<file path="config.mk">
export PLATFORM = sky130hd
export DESIGN_NAME = mat_xform
export DESIGN_NICKNAME = d
export VERILOG_FILES = /design/src/rtl/mx_pkg.sv /design/src/rtl/mx_coef_ram.sv /design/src/rtl/mx_muladd.sv /design/src/rtl/mx_ctrl.sv /design/src/rtl/mx_datapath.sv /design/src/rtl/mat_xform.sv
export SDC_FILE = /design/constraint.sdc
export NUM_CORES = 1
export LEC_CHECK = 0
export BUFFER_PORTS_ARGS = -buffer_cell sky130_fd_sc_hd__buf_2
export CAP_MARGIN = 15
export CORE_MARGIN = 2
export CORE_UTILIZATION = 60
export DETAILED_ROUTE_END_ITERATION = 10
export PLACE_DENSITY = 0.89
export SLEW_MARGIN = 10
export SYNTH_ARGS = -nofsm -noshare
export SYNTH_HDL_FRONTEND = slang
export SYNTH_HIERARCHICAL = 1
export SYNTH_SLANG_ARGS = --single-unit
</file>
<file path="constraint.sdc">
create_clock -name clk -period 8.5 [get_ports clk]
set_input_delay 0.85 -clock clk [delete_from_list [all_inputs] [get_ports clk]]
set_output_delay 0.85 -clock clk [all_outputs]
set_load 0.02 [all_outputs]
</file>
<file path="src/rtl/mx_pkg.sv">
package mx_pkg;

  typedef enum logic [2:0] {
    ST_IDLE,
    ST_LOAD,
    ST_DUMP,
    ST_CAPT,
    ST_MAC,
    ST_SHOW
  } mxState_e;

  // strobes from sequencer to datapath
  typedef struct packed {
    logic wrEn;    // write dataIn into coefficient RAM
    logic capEn;   // capture one coordinate element
    logic macGo;   // one multiply-accumulate step is being read out of the RAM
    logic dumpGo;  // one coefficient is being read for the dump stream
    logic showGo;  // present one stored result
  } mxCtl_t;

endpackage

</file>
<file path="src/rtl/mx_coef_ram.sv">
module mx_coef_ram #(
  parameter int DEPTH = 16,
  parameter int WIDTH = 9,
  localparam int AW = $clog2(DEPTH)
) (
  input  logic             clk,
  input  logic             wrEn,
  input  logic [AW-1:0]    addr,
  input  logic [WIDTH-1:0] wrData,
  output logic [WIDTH-1:0] rdData
);

  logic [WIDTH-1:0] mem [DEPTH];

  // single address, registered read
  always_ff @(posedge clk) begin
    if (wrEn) mem[addr] <= wrData;
    rdData <= mem[addr];
  end

endmodule

</file>
<file path="src/rtl/mx_muladd.sv">
module mx_muladd #(
  parameter int COEF_W = 9,
  parameter int CRD_W  = 8
) (
  input  logic [COEF_W-1:0] coef,
  input  logic [CRD_W-1:0]  coord,
  input  logic [CRD_W-1:0]  accIn,
  output logic [CRD_W-1:0]  sum
);

  localparam int PW = COEF_W + CRD_W;
  localparam logic [COEF_W:0] SAT_V = (COEF_W+1)'((1 << CRD_W) - 1);

  logic [PW-1:0]     prodFull;
  logic [COEF_W-1:0] prod;
  logic [COEF_W:0]   wide;

  assign prodFull = {{CRD_W{1'b0}}, coef} * {{COEF_W{1'b0}}, coord};
  assign prod     = prodFull[PW-1:CRD_W];
  assign wide     = {1'b0, prod} + (COEF_W+1)'(accIn);
  assign sum      = (wide > SAT_V) ? SAT_V[CRD_W-1:0] : wide[CRD_W-1:0];

endmodule

</file>
<file path="src/rtl/mx_ctrl.sv">
module mx_ctrl
  import mx_pkg::*;
#(
  parameter int DIM = 4,
  localparam int N  = DIM * DIM,
  localparam int AW = $clog2(N)
) (
  input  logic          clk,
  input  logic          rstN,
  input  logic          loadReq,
  input  logic          dumpReq,
  input  logic          startReq,
  output mxCtl_t        ctl,
  output logic [AW-1:0] idx,
  output logic          busy
);

  localparam logic [AW-1:0] LAST_N = AW'(N - 1);
  localparam logic [AW-1:0] LAST_D = AW'(DIM - 1);

  mxState_e state;
  logic [AW-1:0] cnt;

  assign idx = cnt;

  always_comb begin
    ctl = '0;
    unique case (state)
      ST_IDLE: begin
        if (loadReq)                  ctl.wrEn  = 1'b1;
        else if (!dumpReq && startReq) ctl.capEn = 1'b1;
      end
      ST_LOAD: ctl.wrEn   = 1'b1;
      ST_DUMP: ctl.dumpGo = 1'b1;
      ST_CAPT: ctl.capEn  = 1'b1;
      ST_MAC:  ctl.macGo  = 1'b1;
      ST_SHOW: ctl.showGo = 1'b1;
      default: ctl = '0;
    endcase
  end

  always_ff @(posedge clk or negedge rstN) begin
    if (!rstN) begin
      state <= ST_IDLE;
      cnt   <= '0;
      busy  <= 1'b0;
    end else begin
      unique case (state)
        ST_IDLE: begin
          if (loadReq) begin
            state <= ST_LOAD;
            cnt   <= AW'(1);
            busy  <= 1'b1;
          end else if (dumpReq) begin
            state <= ST_DUMP;
            cnt   <= '0;
            busy  <= 1'b1;
          end else if (startReq) begin
            state <= ST_CAPT;
            cnt   <= AW'(1);
            busy  <= 1'b1;
          end
        end
        ST_LOAD, ST_DUMP: begin
          if (cnt == LAST_N) begin
            state <= ST_IDLE;
            cnt   <= '0;
            busy  <= 1'b0;
          end else begin
            cnt <= cnt + AW'(1);
          end
        end
        ST_CAPT: begin
          if (cnt == LAST_D) begin
            state <= ST_MAC;
            cnt   <= '0;
          end else begin
            cnt <= cnt + AW'(1);
          end
        end
        ST_MAC: begin
          if (cnt == LAST_N) begin
            state <= ST_SHOW;
            cnt   <= '0;
          end else begin
            cnt <= cnt + AW'(1);
          end
        end
        ST_SHOW: begin
          if (cnt == LAST_D) begin
            state <= ST_IDLE;
            cnt   <= '0;
            busy  <= 1'b0;
          end else begin
            cnt <= cnt + AW'(1);
          end
        end
        default: begin
          state <= ST_IDLE;
          cnt   <= '0;
          busy  <= 1'b0;
        end
      endcase
    end
  end

endmodule

</file>
<file path="src/rtl/mx_datapath.sv">
module mx_datapath
  import mx_pkg::*;
#(
  parameter int DIM    = 4,
  parameter int COEF_W = 9,
  parameter int CRD_W  = 8,
  localparam int IW    = $clog2(DIM),
  localparam int AW    = 2 * IW
) (
  input  logic              clk,
  input  logic              rstN,
  input  mxCtl_t            ctl,
  input  logic [AW-1:0]     idx,
  input  logic [CRD_W-1:0]  crdIn,
  input  logic [COEF_W-1:0] ramQ,
  output logic [COEF_W-1:0] coefOut,
  output logic [CRD_W-1:0]  dataOut,
  output logic              outRdy
);

  logic [CRD_W-1:0] crd [DIM];
  logic [CRD_W-1:0] res [DIM];
  logic [CRD_W-1:0] acc;
  logic             macVld;
  logic             dumpVld;
  logic [AW-1:0]    macTag;
  logic [IW-1:0]    col;
  logic [IW-1:0]    row;
  logic [CRD_W-1:0] accIn;
  logic [CRD_W-1:0] sum;

  assign col   = macTag[IW-1:0];
  assign row   = macTag[AW-1:IW];
  // first column of a row starts from zero instead of clearing acc
  assign accIn = (col == '0) ? '0 : acc;

  mx_muladd #(.COEF_W(COEF_W), .CRD_W(CRD_W)) uMulAdd (
    .coef  (ramQ),
    .coord (crd[col]),
    .accIn (accIn),
    .sum   (sum)
  );

  always_ff @(posedge clk or negedge rstN) begin
    if (!rstN) begin
      for (int i = 0; i < DIM; i++) begin
        crd[i] <= '0;
        res[i] <= '0;
      end
      acc     <= '0;
      macVld  <= 1'b0;
      macTag  <= '0;
      dumpVld <= 1'b0;
      coefOut <= '0;
      dataOut <= '0;
      outRdy  <= 1'b0;
    end else begin
      macVld  <= ctl.macGo;
      macTag  <= idx;
      dumpVld <= ctl.dumpGo;
      outRdy  <= ctl.showGo | dumpVld;
      if (ctl.capEn) crd[idx[IW-1:0]] <= crdIn;
      if (macVld) begin
        acc <= sum;
        if (col == IW'(DIM - 1)) res[row] <= sum;
      end
      if (dumpVld)    coefOut <= ramQ;
      if (ctl.showGo) dataOut <= res[idx[IW-1:0]];
    end
  end

endmodule

</file>
<file path="src/rtl/mat_xform.sv">
module mat_xform
  import mx_pkg::*;
#(
  parameter int DIM    = 4,
  parameter int COEF_W = 9,
  parameter int CRD_W  = 8,
  localparam int N     = DIM * DIM,
  localparam int AW    = $clog2(N)
) (
  input  logic              clk,
  input  logic              rstN,
  input  logic [COEF_W-1:0] dataIn,
  input  logic              loadReq,
  input  logic              dumpReq,
  input  logic              startReq,
  output logic [COEF_W-1:0] coefOut,
  output logic [CRD_W-1:0]  dataOut,
  output logic              busy,
  output logic              outRdy
);

  mxCtl_t ctl;
  logic [AW-1:0] idx;
  logic [COEF_W-1:0] ramQ;

  mx_ctrl #(.DIM(DIM)) uCtrl (
    .clk      (clk),
    .rstN     (rstN),
    .loadReq  (loadReq),
    .dumpReq  (dumpReq),
    .startReq (startReq),
    .ctl      (ctl),
    .idx      (idx),
    .busy     (busy)
  );

  mx_coef_ram #(.DEPTH(N), .WIDTH(COEF_W)) uRam (
    .clk    (clk),
    .wrEn   (ctl.wrEn),
    .addr   (idx),
    .wrData (dataIn),
    .rdData (ramQ)
  );

  mx_datapath #(.DIM(DIM), .COEF_W(COEF_W), .CRD_W(CRD_W)) uDp (
    .clk     (clk),
    .rstN    (rstN),
    .ctl     (ctl),
    .idx     (idx),
    .crdIn   (dataIn[CRD_W-1:0]),
    .ramQ    (ramQ),
    .coefOut (coefOut),
    .dataOut (dataOut),
    .outRdy  (outRdy)
  );

endmodule

</file>
Yosys cells after proc, flatten, opt, wreduce, memory -nomap -nowiden
Memory sizes are Yosys's and may differ from the RTL's. A register that Yosys moved wholly into a read port is not among the register bits.
Index checks and enable logic that the tools add are counted.
{"block": "word_totals", "reg_bits": 104, "ramBits": 144, "input_bits": 14, "output_inout_bits": 19, "word_cells": 103, "memories": 1}
{"memory": "uRam.mem", "words": 16, "width": 9, "read_ports": 1, "rd_ports_with_merged_regs": 1, "wr": 1, "line": "mx_coef_ram.sv:13", "text": "logic [WIDTH-1:0] mem [DEPTH];"}
{"block": "op_classes", "n_addsub": 2, "mul": 1, "order_cmp": 6, "n_eq_ne": 13, "mux": 44, "bitwise_logic": 5, "n_reduce_logical": 13}
{"op": "$bwmux 32", "count": 2}
{"op": "$mux 8", "count": 8}
{"op": "$bmux 8 s2", "count": 2}
{"op": "$demux 8 s2", "count": 2}
{"op": "$mux 3", "count": 7}
{"op": "$mux 4", "count": 5}
{"op": "$mul 9x8->17", "count": 1}
{"op": "$pmux 3 s5", "count": 1}
{"op": "$mux 1", "count": 13}
{"op": "$pmux 4 s3", "count": 1}
{"op": "$add 9x8->10", "count": 1}
{"op": "$gt 10x8->1 const B", "count": 1}
{"op": "$ge 3x3->1 const B", "count": 3}
{"op": "$not 2->3", "count": 3}
{"op": "$ne 2x1->1 const B", "count": 4}
{"op": "$eq 3x2->1 const B", "count": 2}
{"op": "$eq 3x3->1 const B", "count": 2}
{"op": "$lt 3x1->1 const B", "count": 2}
{"op": "$reduce_or 2->1", "count": 3}
{"op": "$reduce_and 5->1", "count": 1}
{"op": "$add 4x1->4 const B", "count": 1}
{"op": "$eq 4x2->1 const B", "count": 1}
{"op": "$eq 4x4->1 const B", "count": 1}
{"op": "$ne 4x4->1 const B", "count": 1}
{"op": "13 further kinds", "count": 16}

Depth between registers and ports, before layout
Gate-level depths: netlist of run 1.
{"block": "depth", "depth_word": 9, "depth_mapped": 26, "ltp_nobuf": 25}

By module
Netlist of run 1, hierarchy kept.
{"module": "mx_coef_ram", "instances": 1, "cells_per_inst": 256, "area_per_inst_um2": 5746.8, "seq_area_each_um2": 4504.3}
{"module": "mx_datapath", "instances": 1, "cells_per_inst": 259, "area_per_inst_um2": 4120.2, "seq_area_each_um2": 2402.3}
{"module": "mx_muladd", "instances": 1, "cells_per_inst": 295, "area_per_inst_um2": 2529.9, "seq_area_each_um2": 0.0}
{"module": "mx_ctrl", "instances": 1, "cells_per_inst": 69, "area_per_inst_um2": 573.0, "seq_area_each_um2": 200.2}

Least setup slack after synthesis of run 1
No wires, ideal clock.
{"block": "synth_timing", "path_kind": "flip-flop to flip-flop", "start": "reg uDp.macTag[0]", "end": "reg uDp/res[10] (netlist bit)", "arrival_time_ps": 6333, "t_required_ps": 8375, "slack_ps": 2042, "path_stages_with_launch": 27, "n_path_buf": 1, "path_cell_list": "dfrtp_1 buf_6 mux4_1 and2_1 fa_1 inv_1 fa_1 inv_1 fa_1 inv_1 fa_1 inv_1 ha_1 nand2_1 o21ai_0 a31oi_2 inv_1 a21oi_1 xnor2_1 ha_1 o21a_1 o21ai_0 a21oi_1 nand2_1 and3_1 or4_1 mux2_4"}
{"block": "synth_between", "elab_chain_cells": 9, "elab_cells_between_ends": 13, "classes_between": "add/sub: 1; mul: 1; order compare: 1; eq/ne: 1; mux: 6; bitwise: 1; reduce/logical: 2"}
{"element": "start, declared", "line": "mx_datapath.sv:26", "text": "logic [AW-1:0] macTag;"}
{"element": "start signal, assigned", "line": "mx_datapath.sv:59", "text": "macTag <= idx;"}
{"element": "$not 2->3 (implied by the code)", "line": "mx_datapath.sv:39", "text": ".coord (crd[col]),"}
{"element": "$bmux 8 s2", "line": "mx_datapath.sv:39"}
{"element": "$mux 8 (implied by the code) (2 in a row)", "line": "mx_datapath.sv:39"}
{"element": "$mul 9x8->17", "line": "mx_muladd.sv:18", "text": "assign prodFull = {{CRD_W{1'b0}}, coef} * {{COEF_W{1'b0}}, coord};"}
{"element": "$add 9x8->10 (*)", "line": "mx_muladd.sv:20", "text": "assign wide = {1'b0, prod} + (COEF_W+1)'(accIn);"}
{"element": "$gt 10x8->1", "line": "mx_muladd.sv:21", "text": "assign sum = (wide > SAT_V) ? SAT_V[CRD_W-1:0] : wide[CRD_W-1:0];"}
{"element": "$mux 8 (*)", "line": "mx_muladd.sv:21"}
{"element": "via uDp.sum[2]", "line": "mx_datapath.sv:30", "text": "logic [CRD_W-1:0] sum;"}
{"element": "$bwmux 32 (*)", "line": "mx_datapath.sv:65", "text": "if (col == IW'(DIM - 1)) res[row] <= sum;"}
{"element": "end signal, assigned by index", "line": "mx_datapath.sv:65"}
{"element": "end, declared", "line": "mx_datapath.sv:22", "text": "logic [CRD_W-1:0] res [DIM];"}
The timed path passes the listed nets; every way through them passes the cells marked *. The select of a mux whose other input is x is not followed.
A chain may end at the register's enable or synchronous reset.

Worst setup path in the final report of run 1
Ends and elaborated chain as after synthesis.

==> results of run 1 <==
==> per-layer routing <==
metal / up-vias / part of all wire, % / GRT usage (%)
li1: 3306 / - / -
met1: 3878 / 40 / 33.3
met4: 0 / 2.9 / 9.16
met5: - / 0 / 0
met2: 378 / 49 / 40.4
met3: 73 / 7.5 / 4.07
==> path summary, 6_finish.rpt <==
path / endpoint / slack, ps / cells after the start
min in group clk: uDp/coefOut[2]$_DFFE_PN0P_ / 500 / 1
hold / removal: uCtrl/idx[3]$_DFFE_PN0P_ / 260 / 1
hold reg to reg: uDp/coefOut[2]$_DFFE_PN0P_ / 500 / 1
setup reg to reg: uDp/res[10]$_DFFE_PN0P_ / 1190 / 25
max in group asynchronous: uDp/crd[11]$_DFFE_PN0P_ / 6960 / 2
setup / recovery: uDp/res[10]$_DFFE_PN0P_ / 1190 / 25
==> layout make-up <==
cell class              instances  area share (%)
repair buffers                 38            1.46
clock inverters                19            1.56
flip-flops and latches        257            49.9
clock buffers                  28            4.62
multi-input cells             531            38.3
well taps                     275            2.42
inverters                      63            1.66
==> sequential cells by signal (all words and copies together), names as in the netlist <==
name,flops
uCtrl/busy,1
uCtrl/idx,4
uCtrl/state,3
uDp/acc,8
uDp/coefOut,9
uDp/crd,32
uDp/dataOut,8
uDp/dumpVld,1
uDp/macTag,4
uDp/macVld,1
uDp/outRdy,1
uDp/res,32
uRam/mem,144
uRam/rdData,9
==> kinds of logic after synthesis <==
family                   share of synthesized area [%]
multiplexers                                      17.2
flip-flops                                        54.8
AO/OA/AOI/OAI                                     4.91
adder cells (fa/ha/maj)                           10.7
buffers and inverters                             3.16
AND/OR/NAND/NOR                                   8.16
XOR/XNOR                                          1.08
==> metrics by stage <==
stage / cells / hold slack [ps] / area (um2) / util [%] / setup WS (ps)
global route: 1211 / 282 / 14200 / 67.5 / 871
finish: 1211 / 261 / 14200 / 67.5 / 1190
CTS: 1211 / 266 / 14200 / 67.5 / 1240
detailed placement: 1164 / 490 / 13400 / 63.3 / 1270
global placement: 1164 / 479 / 13400 / 63.3 / 1510
floorplan: 879 / 439 / 13000 / - / 2040
==> critical path, stage by stage (launching register included) <==
cell and delay, ps:
dfrtp_1 700, mux4_1 810, and2_1 260, fa_1 530
inv_1 50, fa_1 530, inv_1 50, fa_1 480
inv_1 50, fa_1 470, inv_1 40, ha_1 310
nand2_1 100, o21ai_0 130, a31oi_2 300, inv_1 100
a21oi_1 190, xnor2_1 90, ha_1 350, o21a_1 140
o21ai_0 70, a21oi_1 240, nand2_1 100, and3_1 180
or4_1 600, mux2_4 310
==> Yosys cell counts (all sizes together), types with 2 or more instances <==
library cell / instances / area [um2]
edfxtp: 144 / 4320
dfrtp: 104 / 2600
mux2: 89 / 1060
inv: 63 / 236
and2: 55 / 344
nand2: 53 / 199
ha: 44 / 551
mux4: 44 / 1070
fa: 42 / 841
nor2: 30 / 115
o21ai: 24 / 131
a22oi: 18 / 135
buf: 18 / 135
a21oi: 16 / 91.3
nor2b: 13 / 81.3
clkbuf: 10 / 38.8
nor3: 10 / 55.1
dfxtp: 9 / 180
mux2i: 9 / 90.1
nand3: 9 / 55.1
xnor2: 9 / 78.8
o221ai: 8 / 70.1
xor2: 7 / 61.3
nand2b: 4 / 25.0
nand3b: 4 / 30.0
nor3b: 4 / 41.3
o211ai: 4 / 35.0
o21bai: 4 / 30.0
a211oi: 3 / 32.5
a21o: 3 / 22.5
nand4: 3 / 18.8
o31ai: 3 / 22.5
a31oi: 2 / 18.8
and3: 2 / 12.5
and4bb: 2 / 28.8
o21a: 2 / 15.0
or2: 2 / 12.5
==> results.tsv, run 1 <==
metric	value	unit
setup bufs post-CTS	0	
Tightest Pin Transition	1190	ps
RSZ-0062 raised after global routing	false	
Mapped Area	0.0130	mm2
Tcrit/Tclk final	86.0	%
routability cong.	0.891	
DP Wirelength	17000	um
yosys warns	6	
Final setup viols	0	
CP Capture Type	flop	
FFs w/ async S/R, synth	40.5	%
clock skew after layout	19.2	ps
CP Launch Type	flop	
fin crit period	7310	ps
Hold Crit Class	in2async	
remaining antenna violation count after routing	0	
drt drc	0	
Layout area overhead	9.75	%
Post-Route WL	27400	um
CP startpoint	uDp/macTag[0]$_DFF_PN0_	
Synth Flop Type	edfxtp_1	
FP Rows	53	
reg-to-reg startpoint	uDp/macTag[0]$_DFF_PN0_	
worst skew pair latency	540	ps
syn_nets	979	
total CTS buffers	26	
FILL cells	1367	
Crit Path Category	reg2reg	
initial antenna violation count	0	
WL/cell	22.6	um
Die Ht	151	um
clock sinks	257	
Seq. cell area	0.00711	mm2
Max-Cap Viols	0	
CTS tree	yes	
Layout Nets	1017	
Post-synth EDFFs	144	
clk slew on worst S/H paths	70	ps
First-pass DRT Iterations	7	
status	finished clean	
commonest non-fill, non-tap cell in the layout	edfxtp_1	
DR vias	7635	
Mapped Cells	879	
deepest clock path buffer count	3	
post-CTS resize count	0	
Chip Width	151	um
number of global-route vias before repair	7792	
via/cell ratio	6.30	
hold buffer count at CTS	0	
Final Max Slew Viols	0	
Data required, critical path	8910	ps
setup_tns	0	ps
total core area	0.0211	mm2
layout cells sized above 1	22.4	%
H-tree depth	1	
critical path peak fanout	11	
Die ar.	0.0228	mm2
# diodes	0	
slew margin rel.	20.6	%
global-route wire length before repair	42100	um
multi-input logic area	0.00546	mm2
Synth Area per Inst	14.8	um2
commonest non-fill, non-tap cells in the layout	144 x edfxtp_1, 102 x dfrtp_1, 73 x mux2_2, 63 x inv_1, 55 x and2_1	
Buffers on Ports	32	
Yosys cell types	64	
Seq cells post-synth	257	
GRT Total Usage	24.5	%
grt ovf	0	
Initial Util	61.5	%
First DRT Iteration DRCs	850	
IO Pins	33	
post-synthesis sequential area ratio	54.8	%
largest net degree at the start of global routing	74	
final hold violation count	0	
CTS root buf	clkbuf_16	
CP arrival	7720	ps
fmax	137	MHz
Power of run 1 is left out: the tool's default activity adds up to more than one toggle a clock period on the data nets, which glitch-free logic cannot reach.
==> run 2: changes to the inputs <==
--- a/config.mk
+++ b/config.mk
@@ -10,7 +10,7 @@
 export CORE_MARGIN = 2
 export CORE_UTILIZATION = 60
 export DETAILED_ROUTE_END_ITERATION = 10
-export PLACE_DENSITY = 0.89
+export PLACE_DENSITY = 0.83
 export SLEW_MARGIN = 10
 export SYNTH_ARGS = -nofsm -noshare
 export SYNTH_HDL_FRONTEND = slang
==> run 2 against run 1 <==
Effect of this change:
- register-to-register slack gained 70 ps
- via count decreased by 1.2%
- maximum frequency rose by 0.94%
- routed wire length shrank 2.2%
- cell area decreased by 0.44%
- count of clock-buffer cells in the layout increased by 7
- sequential share of layout area rose by 0.22 points
- utilization fell by 0.30 points
- non-clock buffer count did not move
- die area unchanged
- critical path depth fell by 2
==> results.tsv, run 2 (synthesis gave the netlist of run 1 again) <==
metric	value	unit	change
status	finished clean		
deepest clock path buffer count	3		unchanged
# diodes	0		unchanged
post-CTS resize count	0		unchanged
fmax	138	MHz	+0.94%
FP Rows	53		unchanged
clk slew on worst S/H paths	60	ps	about the same
# placed instances	1164		unchanged
setup_tns	0	ps	unchanged
slew margin rel.	32.0	%	+11 points
final hold violation count	0		unchanged
final cell count without fillers	1210		-0.083%
CTS tree	yes		
Final Max Slew Viols	0		unchanged
total core area	0.0211	mm2	unchanged
CP Launch Type	flop		
final core utilization	67.2	%	-0.30 points
Die Ht	151	um	unchanged
IO Pins	33		unchanged
Layout Nets	1016		-0.098%
drt drc	0		unchanged
GRT Total Usage	24.5	%	about the same
Crit Path Category	reg2reg		
fin crit period	7240	ps	-67.8 ps
worst path bufs/invs	3		-2
grt ovf	0		unchanged
CP Capture Type	flop		
Buffers on Ports	32		unchanged
max reg flops	144		unchanged
via/cell ratio	6.23		-1.2%
Tcrit/Tclk final	85.2	%	-0.80 points
routability cong.	0.848		-4.8%
global-route wire length before repair	42200	um	+0.15%
clock skew after layout	14.6	ps	-4.55 ps
Tightest Pin Transition	1020	ps	-167 ps
setup bufs post-CTS	0		unchanged
layout cells sized above 1	22.5	%	+0.024 points
hold buffer count at CTS	0		unchanged
commonest non-fill, non-tap cells in the layout	144 x edfxtp_1, 102 x dfrtp_1, 73 x mux2_2, 63 x inv_1, 55 x and2_1		
Crit-path slowest cell	mux4_1		
register name with the most flops	uRam/mem		
initial antenna violation count	0		unchanged
DR vias	7540		-1.2%
Layout area overhead	9.27	%	
DP Wirelength	17200	um	+0.84%
critical path peak fanout	11		unchanged
clock sinks	257		unchanged
Die ar.	0.0228	mm2	unchanged
Largest regs	uRam/mem: 144 flops, uDp/crd: 32 flops, uDp/res: 32 flops		
Post-Route WL	26800	um	-2.2%
setup ws final	1260	ps	+67.8 ps
CP Cell Sequence	mux4_1 -> and2_1 -> fa_1 -> fa_1 -> inv_1 -> fa_1 -> inv_1 -> fa_1 -> ha_1 -> a211oi_2 -> o21ai_0 -> a21oi_1 -> xnor2_1 -> ha_1 -> inv_1 -> fa_1 -> nor2b_1 -> o31ai_1 -> a21oi_1 -> nand2_1 -> and3_1 -> or4_1 -> mux2_2		
remaining antenna violation count after routing	0		unchanged
H-tree depth	1		unchanged
Hold Crit Class	in2async		
largest net degree at the start of global routing	81		+9.5%
Final setup viols	0		unchanged
CTS root buf	clkbuf_16		
Max-Cap Viols	0		unchanged
pre-CTS setup slack	1310	ps	+38.2 ps
total CTS buffers	25		-3.8%
critical path's top delay family	adder cells		
number of global-route vias before repair	7700		-1.2%
Critical Path Most Common Cell	fa_1		
Initial Util	61.5	%	unchanged
CP startpoint	uDp/macTag[0]$_DFF_PN0_		
CP peak stage delay	800	ps	about the same
reg-to-reg startpoint	uDp/macTag[0]$_DFF_PN0_		
RSZ-0062 raised after global routing	false		
worst skew pair latency	540	ps	about the same
First DRT Iteration DRCs	633		-26%
WL/cell	22.1	um	-2.1%
commonest non-fill, non-tap cell in the layout	edfxtp_1		
First-pass DRT Iterations	6		-1
CP arrival	7660	ps	-60 ps
Chip Width	151	um	unchanged
Data required, critical path	8920	ps	about the same
[run 2: changes by cell type in the layout (fill, tap and decap cells not counted)]
cell	change
clkbuf_1	-1
bufinv_16	-4
clkinvlp_4	-3
clkbuf_8	+5
inv_16	+1
clkinv_8	-1
inv_8	-1
clkbuf_4	+3
[run 2: area by class of cell]
type | instances | area [um2]
Clock buffer | 35 | 746
Clock inverter | 11 | 71.3
Fill cell | 1406 | 6920
Inverter | 63 | 236
Multi-Input combinational cell | 531 | 5460
Sequential cell | 257 | 7110
Tap cell | 275 | 344
Timing Repair Buffer | 38 | 208
[run 2: per-layer routing]
metal | vias up | global-route usage, % | wire [um]
met5 | - | 0 | 0
met2 | 340 | 40.8 | 13300
li1 | 3300 | - | -
met3 | 54 | 4.16 | 1940
met4 | 0 | 6.68 | 615
met1 | 3846 | 34.0 | 11000
[run 2: per-stage QoR]
step	instance area (um2)	hold WS [ps]
after floorplan	13000	439
after CTS	14200	212
after detailed placement	13400	488
after global placement	13400	481
final	14200	203
after global routing	14200	227
[run 2: worst reg2reg max path: cells and delay by family, from the launching register on]
| family | cells | cell delay [ps] |
|---|---|---|
| xor+xnor | 1 | 170 |
| flops | 1 | 690 |
| fa+ha+maj | 7 | 2760 |
| simple gates | 5 | 1280 |
| mux | 2 | 1110 |
| buf+inv | 3 | 170 |
| compound gates | 5 | 940 |
[run 2: path summary, 6_finish.rpt]
path	end	slack, ps	cells past startpoint
worst max-delay path	uDp/res[18]$_DFFE_PN0P_	1260	23
worst min-delay path	uCtrl/state[0]$_DFFE_PN0P_	200	1
worst max register to register	uDp/res[18]$_DFFE_PN0P_	1260	23
worst min register to register	uDp/acc[5]$_DFFE_PN0P_	500	1
max in group asynchronous	uCtrl/idx[1]$_DFFE_PN0P_	6940	2
min in group clk	uDp/acc[5]$_DFFE_PN0P_	500	1
Power of run 2 is left out for the same reason.
